File: src/rtl/i2c_rcv_pkg.sv
package i2c_rcv_pkg;

  typedef enum logic [1:0] {
    ST_IDLE   = 2'd0,
    ST_CHECK  = 2'd1,
    ST_PULSE  = 2'd2,
    ST_SETTLE = 2'd3
  } rcv_state_t;

endpackage

File: src/rtl/rcv_sync.sv
module rcv_sync #(
  parameter int LINES  = 2,
  parameter int STAGES = 2
) (
  input  logic             clk,
  input  logic             rst,
  input  logic [LINES-1:0] d,
  output logic [LINES-1:0] q
);

  for (genvar g = 0; g < LINES; g++) begin : g_line
    logic [STAGES-1:0] chain;
    always_ff @(posedge clk) begin
      if (rst) chain <= '1;  // idle bus reads high
      else     chain <= {chain[STAGES-2:0], d[g]};
    end
    assign q[g] = chain[STAGES-1];
  end

endmodule

File: src/rtl/rcv_timer.sv
module rcv_timer #(
  parameter int MAX_LOAD = 2500,
  localparam int W = $clog2(MAX_LOAD + 1)
) (
  input  logic         clk,
  input  logic         rst,
  input  logic         load,
  input  logic [W-1:0] load_val,
  output logic         expired
);

  logic [W-1:0] cnt;

  always_ff @(posedge clk) begin
    if (rst)               cnt <= '0;
    else if (load)         cnt <= load_val;
    else if (cnt != '0)    cnt <= cnt - 1'b1;
  end

  assign expired = (cnt == '0);


  timer_range_chk: assert property (@(posedge clk) disable iff (rst)
    cnt <= W'(MAX_LOAD));

endmodule

File: src/rtl/rcv_seq.sv
module rcv_seq
  import i2c_rcv_pkg::*;
#(
  parameter int PULSE_CYC  = 2500,
  parameter int SETTLE_CYC = 250,
  parameter int MAX_ITER   = 100,
  localparam int TMR_MAX   = (PULSE_CYC > SETTLE_CYC) ? PULSE_CYC : SETTLE_CYC,
  localparam int TW        = $clog2(TMR_MAX + 1),
  localparam int IW        = $clog2(MAX_ITER + 1)
) (
  input  logic          clk,
  input  logic          rst,
  input  logic          req,
  input  logic          scl_s,
  input  logic          sda_s,
  input  logic          tmr_exp,
  output logic          tmr_load,
  output logic [TW-1:0] tmr_val,
  output logic          scl_rel,
  output logic          ctrl_rst,
  output logic          done,
  output logic          ok
);

  rcv_state_t    state;
  logic [IW-1:0] iter;
  logic          bus_free;
  logic          at_limit;

  assign bus_free = scl_s & sda_s;
  assign at_limit = (iter == IW'(MAX_ITER));

  always_comb begin
    tmr_load = 1'b0;
    tmr_val  = '0;
    if (state == ST_CHECK && !bus_free && !at_limit) begin
      tmr_load = 1'b1;
      tmr_val  = TW'(PULSE_CYC - 1);
    end else if (state == ST_PULSE && tmr_exp) begin
      tmr_load = 1'b1;
      tmr_val  = TW'(SETTLE_CYC - 1);
    end
  end

  always_ff @(posedge clk) begin
    if (rst) begin
      state    <= ST_IDLE;
      iter     <= '0;
      scl_rel  <= 1'b1;
      ctrl_rst <= 1'b0;
      done     <= 1'b0;
      ok       <= 1'b0;
    end else begin
      done <= 1'b0;
      unique case (state)
        ST_IDLE: begin
          if (req) begin
            ctrl_rst <= 1'b1;
            ok       <= 1'b0;
            iter     <= '0;
            state    <= ST_CHECK;
          end
        end
        ST_CHECK: begin
          if (bus_free || at_limit) begin
            done     <= 1'b1;
            ctrl_rst <= 1'b0;
            ok       <= bus_free;
            state    <= ST_IDLE;
          end else begin
            scl_rel <= 1'b0;
            state   <= ST_PULSE;
          end
        end
        ST_PULSE: begin
          if (tmr_exp) begin
            scl_rel <= 1'b1;
            iter    <= iter + 1'b1;
            state   <= ST_SETTLE;
          end
        end
        ST_SETTLE: begin
          if (tmr_exp) state <= ST_CHECK;
        end
        default: state <= ST_IDLE;
      endcase
    end
  end


  fell_with_done_chk: assert property (@(posedge clk) disable iff (rst)
    $fell(ctrl_rst) |-> done);


  scl_only_in_reset_chk: assert property (@(posedge clk) disable iff (rst)
    !scl_rel |-> ctrl_rst);


  done_single_chk: assert property (@(posedge clk) disable iff (rst)
    done |=> !done);


  iter_bound_chk: assert property (@(posedge clk) disable iff (rst)
    iter <= IW'(MAX_ITER));


  free_first_chk: assert property (@(posedge clk) disable iff (rst)
    (state == ST_CHECK && scl_s && sda_s) |=> (done && ok && scl_rel));


  pulse_exit_chk: assert property (@(posedge clk) disable iff (rst)
    $rose(scl_rel) |-> $past(tmr_exp));

endmodule

File: src/rtl/i2c_bus_recovery.sv
module i2c_bus_recovery #(
  parameter int PULSE_CYC  = 2500,
  parameter int SETTLE_CYC = 250,
  parameter int MAX_ITER   = 100,
  parameter int SYNC_STAGES = 2,
  localparam int TMR_MAX   = (PULSE_CYC > SETTLE_CYC) ? PULSE_CYC : SETTLE_CYC,
  localparam int TW        = $clog2(TMR_MAX + 1)
) (
  input  logic clk,
  input  logic rst,
  input  logic req_i,
  input  logic scl_i,
  input  logic sda_i,
  output logic scl_rel_o,
  output logic sda_rel_o,
  output logic ctrl_rst_o,
  output logic done_o,
  output logic ok_o
);

  logic [1:0]    line_s;
  logic          tmr_load;
  logic [TW-1:0] tmr_val;
  logic          tmr_exp;

  rcv_sync #(.LINES(2), .STAGES(SYNC_STAGES)) u_sync (
    .clk (clk),
    .rst (rst),
    .d   ({sda_i, scl_i}),
    .q   (line_s)
  );

  rcv_timer #(.MAX_LOAD(TMR_MAX)) u_timer (
    .clk      (clk),
    .rst      (rst),
    .load     (tmr_load),
    .load_val (tmr_val),
    .expired  (tmr_exp)
  );

  rcv_seq #(
    .PULSE_CYC  (PULSE_CYC),
    .SETTLE_CYC (SETTLE_CYC),
    .MAX_ITER   (MAX_ITER)
  ) u_seq (
    .clk      (clk),
    .rst      (rst),
    .req      (req_i),
    .scl_s    (line_s[0]),
    .sda_s    (line_s[1]),
    .tmr_exp  (tmr_exp),
    .tmr_load (tmr_load),
    .tmr_val  (tmr_val),
    .scl_rel  (scl_rel_o),
    .ctrl_rst (ctrl_rst_o),
    .done     (done_o),
    .ok       (ok_o)
  );

  assign sda_rel_o = 1'b1;

endmodule

File: config.mk
export PLATFORM = sky130hd
export DESIGN_NAME = i2c_bus_recovery
export DESIGN_NICKNAME = d
export VERILOG_FILES = /design/src/rtl/i2c_rcv_pkg.sv /design/src/rtl/rcv_sync.sv /design/src/rtl/rcv_timer.sv /design/src/rtl/rcv_seq.sv /design/src/rtl/i2c_bus_recovery.sv
export SDC_FILE = /design/constraint.sdc
export NUM_CORES = 1
export LEC_CHECK = 0
export BUFFER_PORTS_ARGS = -buffer_cell sky130_fd_sc_hd__buf_2
export CORE_ASPECT_RATIO = 1.1
export CORE_MARGIN = 1
export CORE_UTILIZATION = 59
export CTS_CLUSTER_SIZE = 10
export DETAILED_ROUTE_END_ITERATION = 7
export PLACE_DENSITY = 0.88
export SYNTH_ARGS = -nofsm -noshare
export SYNTH_HDL_FRONTEND = slang
export SYNTH_SLANG_ARGS = --single-unit
File: constraint.sdc
create_clock -name clk -period 2.05 [get_ports clk]
set_clock_uncertainty 0.15 [all_clocks]
set_input_delay 0.205 -clock clk [delete_from_list [all_inputs] [get_ports clk]]
set_output_delay 0.205 -clock clk [all_outputs]
set_load 0.02 [all_outputs]
==> impl_metrics.json <==
{
  "outcome": "finished, final reports clean",
  "initial_utilization_pct": 62.8,
  "cts_buffers": 5,
  "cts.sinks": 29,
  "setup_slack_ps": 116,
  "min_period_ps": 1930,
  "drc": 0,
  "h-tree-depth": 2,
  "wl_mm": 3.53,
  "fin_util_pct": 72.8,
  "power.clock.fraction_pct": 15.7,
  "p_switching_mw": 0.883,
  "crit_path_max_incr_delay_ps": 450,
  "worstHoldStart": "req_i",
  "grt_max_degree": 23,
  "power_mw": 2.15,
  "ys.warnings.count": 0,
  "async_reset_ff_share_pct": 0,
  "pre_cts_ws_ps": 63.6,
  "fin_nets": 217,
  "grt_pass1_vias": 1397,
  "hold_end": "u_seq.ok",
  "die_area_um2": 2870,
  "post_cts_buffers": 0,
  "hold_viol": 0,
  "drt-initial-drc-count": 40,
  "finalWeightedCongestion": 0.827,
  "p_per_area_nw_per_um2": 1180,
  "tightest_slew_ps": 596,
  "path_class": "reg2reg",
  "avgSynthCellArea_um2": 8.80,
  "rr_endpoint": "u_seq.state[1]",
  "rrSetupSlack_ps": 120,
  "combPwrFrac_pct": 45.4,
  "setup-tns-final_ps": 0,
  "core_um2": 2500,
  "crit_fanout": 6,
  "ys_ff_latch": 29,
  "die_y_um": 56.0,
  "cp-end-kind": "register",
  "yosysUniqueCellTypes": 47,
  "vias": 1434,
  "cp_data_arrival_time_ps": 2050,
  "crit_slowest_cell": "a311o_1",
  "crit_chain": "nor4bb_1 -> buf_4 -> a311o_1 -> a2111o_1 -> a21oi_1",
  "tritoncts": "yes",
  "pwr-share-seq_pct": 38.9,
  "fmax_mhz": 517,
  "die_w_um": 51.1,
  "fillers": 165,
  "synth_area_um2": 1570,
  "cts_root_buf": "clkbuf_4",
  "layout-drive-gt1-share_pct": 21.1,
  "instances_no_fill": 235,
  "port_buffers": 8,
  "design_area_um2": 1820,
  "cp_data_required_time_ps": 2160,
  "final-setup-viol-count": 0,
  "avgViaCountPerCell": 6.10,
  "num_rows": 19,
  "hold_path.class": "in2reg",
  "grtUsageTotal_pct": 27.6,
  "min_period_over_period_pct": 94.4,
  "reg2reg_depth": 5,
  "leakage_nw": 0.714,
  "synthCells": 178,
  "antenna_found_initial": 0,
  "internal_power_mw": 1.26,
  "layout_commonest_cell": "dfxtp_1",
  "synth_edf_count": 0,
  "rsz0062_at_grt": "no",
  "maxSlewHeadroom_pct": 59.5,
  "min_path_cells": 3,
  "area_growth_syn_to_layout_pct": 16.1,
  "ios": 10,
  "drv_slew": 0,
  "hpwlAfterDp_mm": 2.53,
  "switching_share_pct": 41.2,
  "synth_fp_nets": 192,
  "fin_worst_hold_slack_ps": 130,
  "yosysTopAreaCellShare_pct": 37.1,
  "synthTopCellsByArea": "dfxtp_1, ha_1, inv_1",
  "grt.overflow.total": 0,
  "antenna_left": 0,
  "maxCapViolations": 0,
  "clk_pin_slew_ps": 100,
  "diodes": 0,
  "layout_common_cells": "dfxtp_1, inv_1, nand2_1",
  "drtPass1Iterations": 4,
  "timing.rr.start": "u_seq.iter[3]",
  "dpl_cell_area_um2": 1720,
  "dp.cells": 225,
  "wl_per_cell_um": 15.0,
  "synthFlopType": "dfxtp_1",
  "yosysTopAreaCell": "dfxtp_1",
  "yosysSeqAreaShare_pct": 37.1,
  "cts_max_path_buffers": 2,
  "ir_drop_mv": 0.863,
  "grt_first_pass_wirelength_mm": 5.91,
  "cp-start-kind": "register",
  "worstSkewPairLatency_ps": 330
}
cell usage after synthesis, drive strengths merged (4+ instances only):
cell type / count
a21oi: 6
a31oi: 10
dfxtp: 29
ha: 9
inv: 17
mux2i: 6
nand2: 16
nand3: 4
nor2: 10
nor3: 5
nor4: 4
o211ai: 4
o21ai: 6
o41ai: 4
or2: 5
or3: 5
cell type report:
type                    instances  area (um^2)  area share, %
multi-input cells             127          922           50.7
flip-flops and latches         29          581           31.9
repair buffers                 23          158           8.67
inverters                      17         63.8           3.51
well taps                      31         38.8           2.13
clock buffers                   5         37.5           2.06
clock inverters                 3         17.5          0.964
registers in the layout (all words and copies together) (netlist names):
name / cells
u_seq.ctrl_rst: 1
u_seq.done: 1
u_seq.iter: 7
u_seq.ok: 1
u_seq.scl_rel: 1
u_seq.state: 2
u_sync.g_line.chain: 4
u_timer.cnt: 12
metal layers:
metal  vias up  wire length, um  global-route usage (%)
li1        698                -                       -
met1       686             1460                    29.7
met2        41             1850                    47.7
met3         9              142                    8.20
met4         0               75                    13.9
met5         -                0                       0
worst max-delay path by stage:
stage                     end           start  slack [ps]  depth (start not counted)
2_1_floorplan   u_seq.iter[5]  u_timer.cnt[4]         200                          4
3_3_place_gp    u_seq.iter[5]  u_timer.cnt[0]         150                          7
3_5_place_dp    u_seq.iter[5]  u_timer.cnt[0]          60                          7
4_1_cts         u_seq.iter[5]  u_timer.cnt[0]          30                          7
5_1_grt        u_timer.cnt[9]   u_seq.iter[3]           8                          5
6_report       u_seq.state[1]   u_seq.iter[3]         120                          5
logic make-up (layout without fill, tap and decap cells):
kind of cell | Yosys count | in the layout | synth area share [%]
AOI/OAI and AO/OA | 43 | 43 | 19.2
and+or+nand+nor | 64 | 64 | 24.2
muxes | 8 | 8 | 5.27
adders and majority gates | 9 | 9 | 7.19
other | 1 | 1 | 0.239
DFF | 29 | 29 | 37.1
buffers and inverters | 22 | 48 | 5.67
xor gates and xnor gates | 2 | 2 | 1.12
what timing repair did:
item | 4_1_cts | 5_1_grt
endpoints found under the setup margin | 0 | 6
hold buffers | 2 | 0
gates resized for setup | 0 | 6
hold endpoints to repair | 2 | 0
power groups by stage:
stage	logic [mW]	clock network, mW	registers [mW]
2_1_floorplan	0.700	0	0.828
3_3_place_gp	0.909	0	0.832
3_5_place_dp	0.956	0	0.846
4_1_cts	0.965	0.341	0.832
5_1_grt	1.07	0.375	0.857
6_report	0.973	0.337	0.835
worst max-delay path, delay by kind of cell, from the launching register on:
family / cells / cell delay, ps
and+or+nand+nor: 1 / 110
DFF: 1 / 440
AOI/OAI and AO/OA: 3 / 1030
buffers and inverters: 1 / 150
Power figures use the tool's default switching activity.
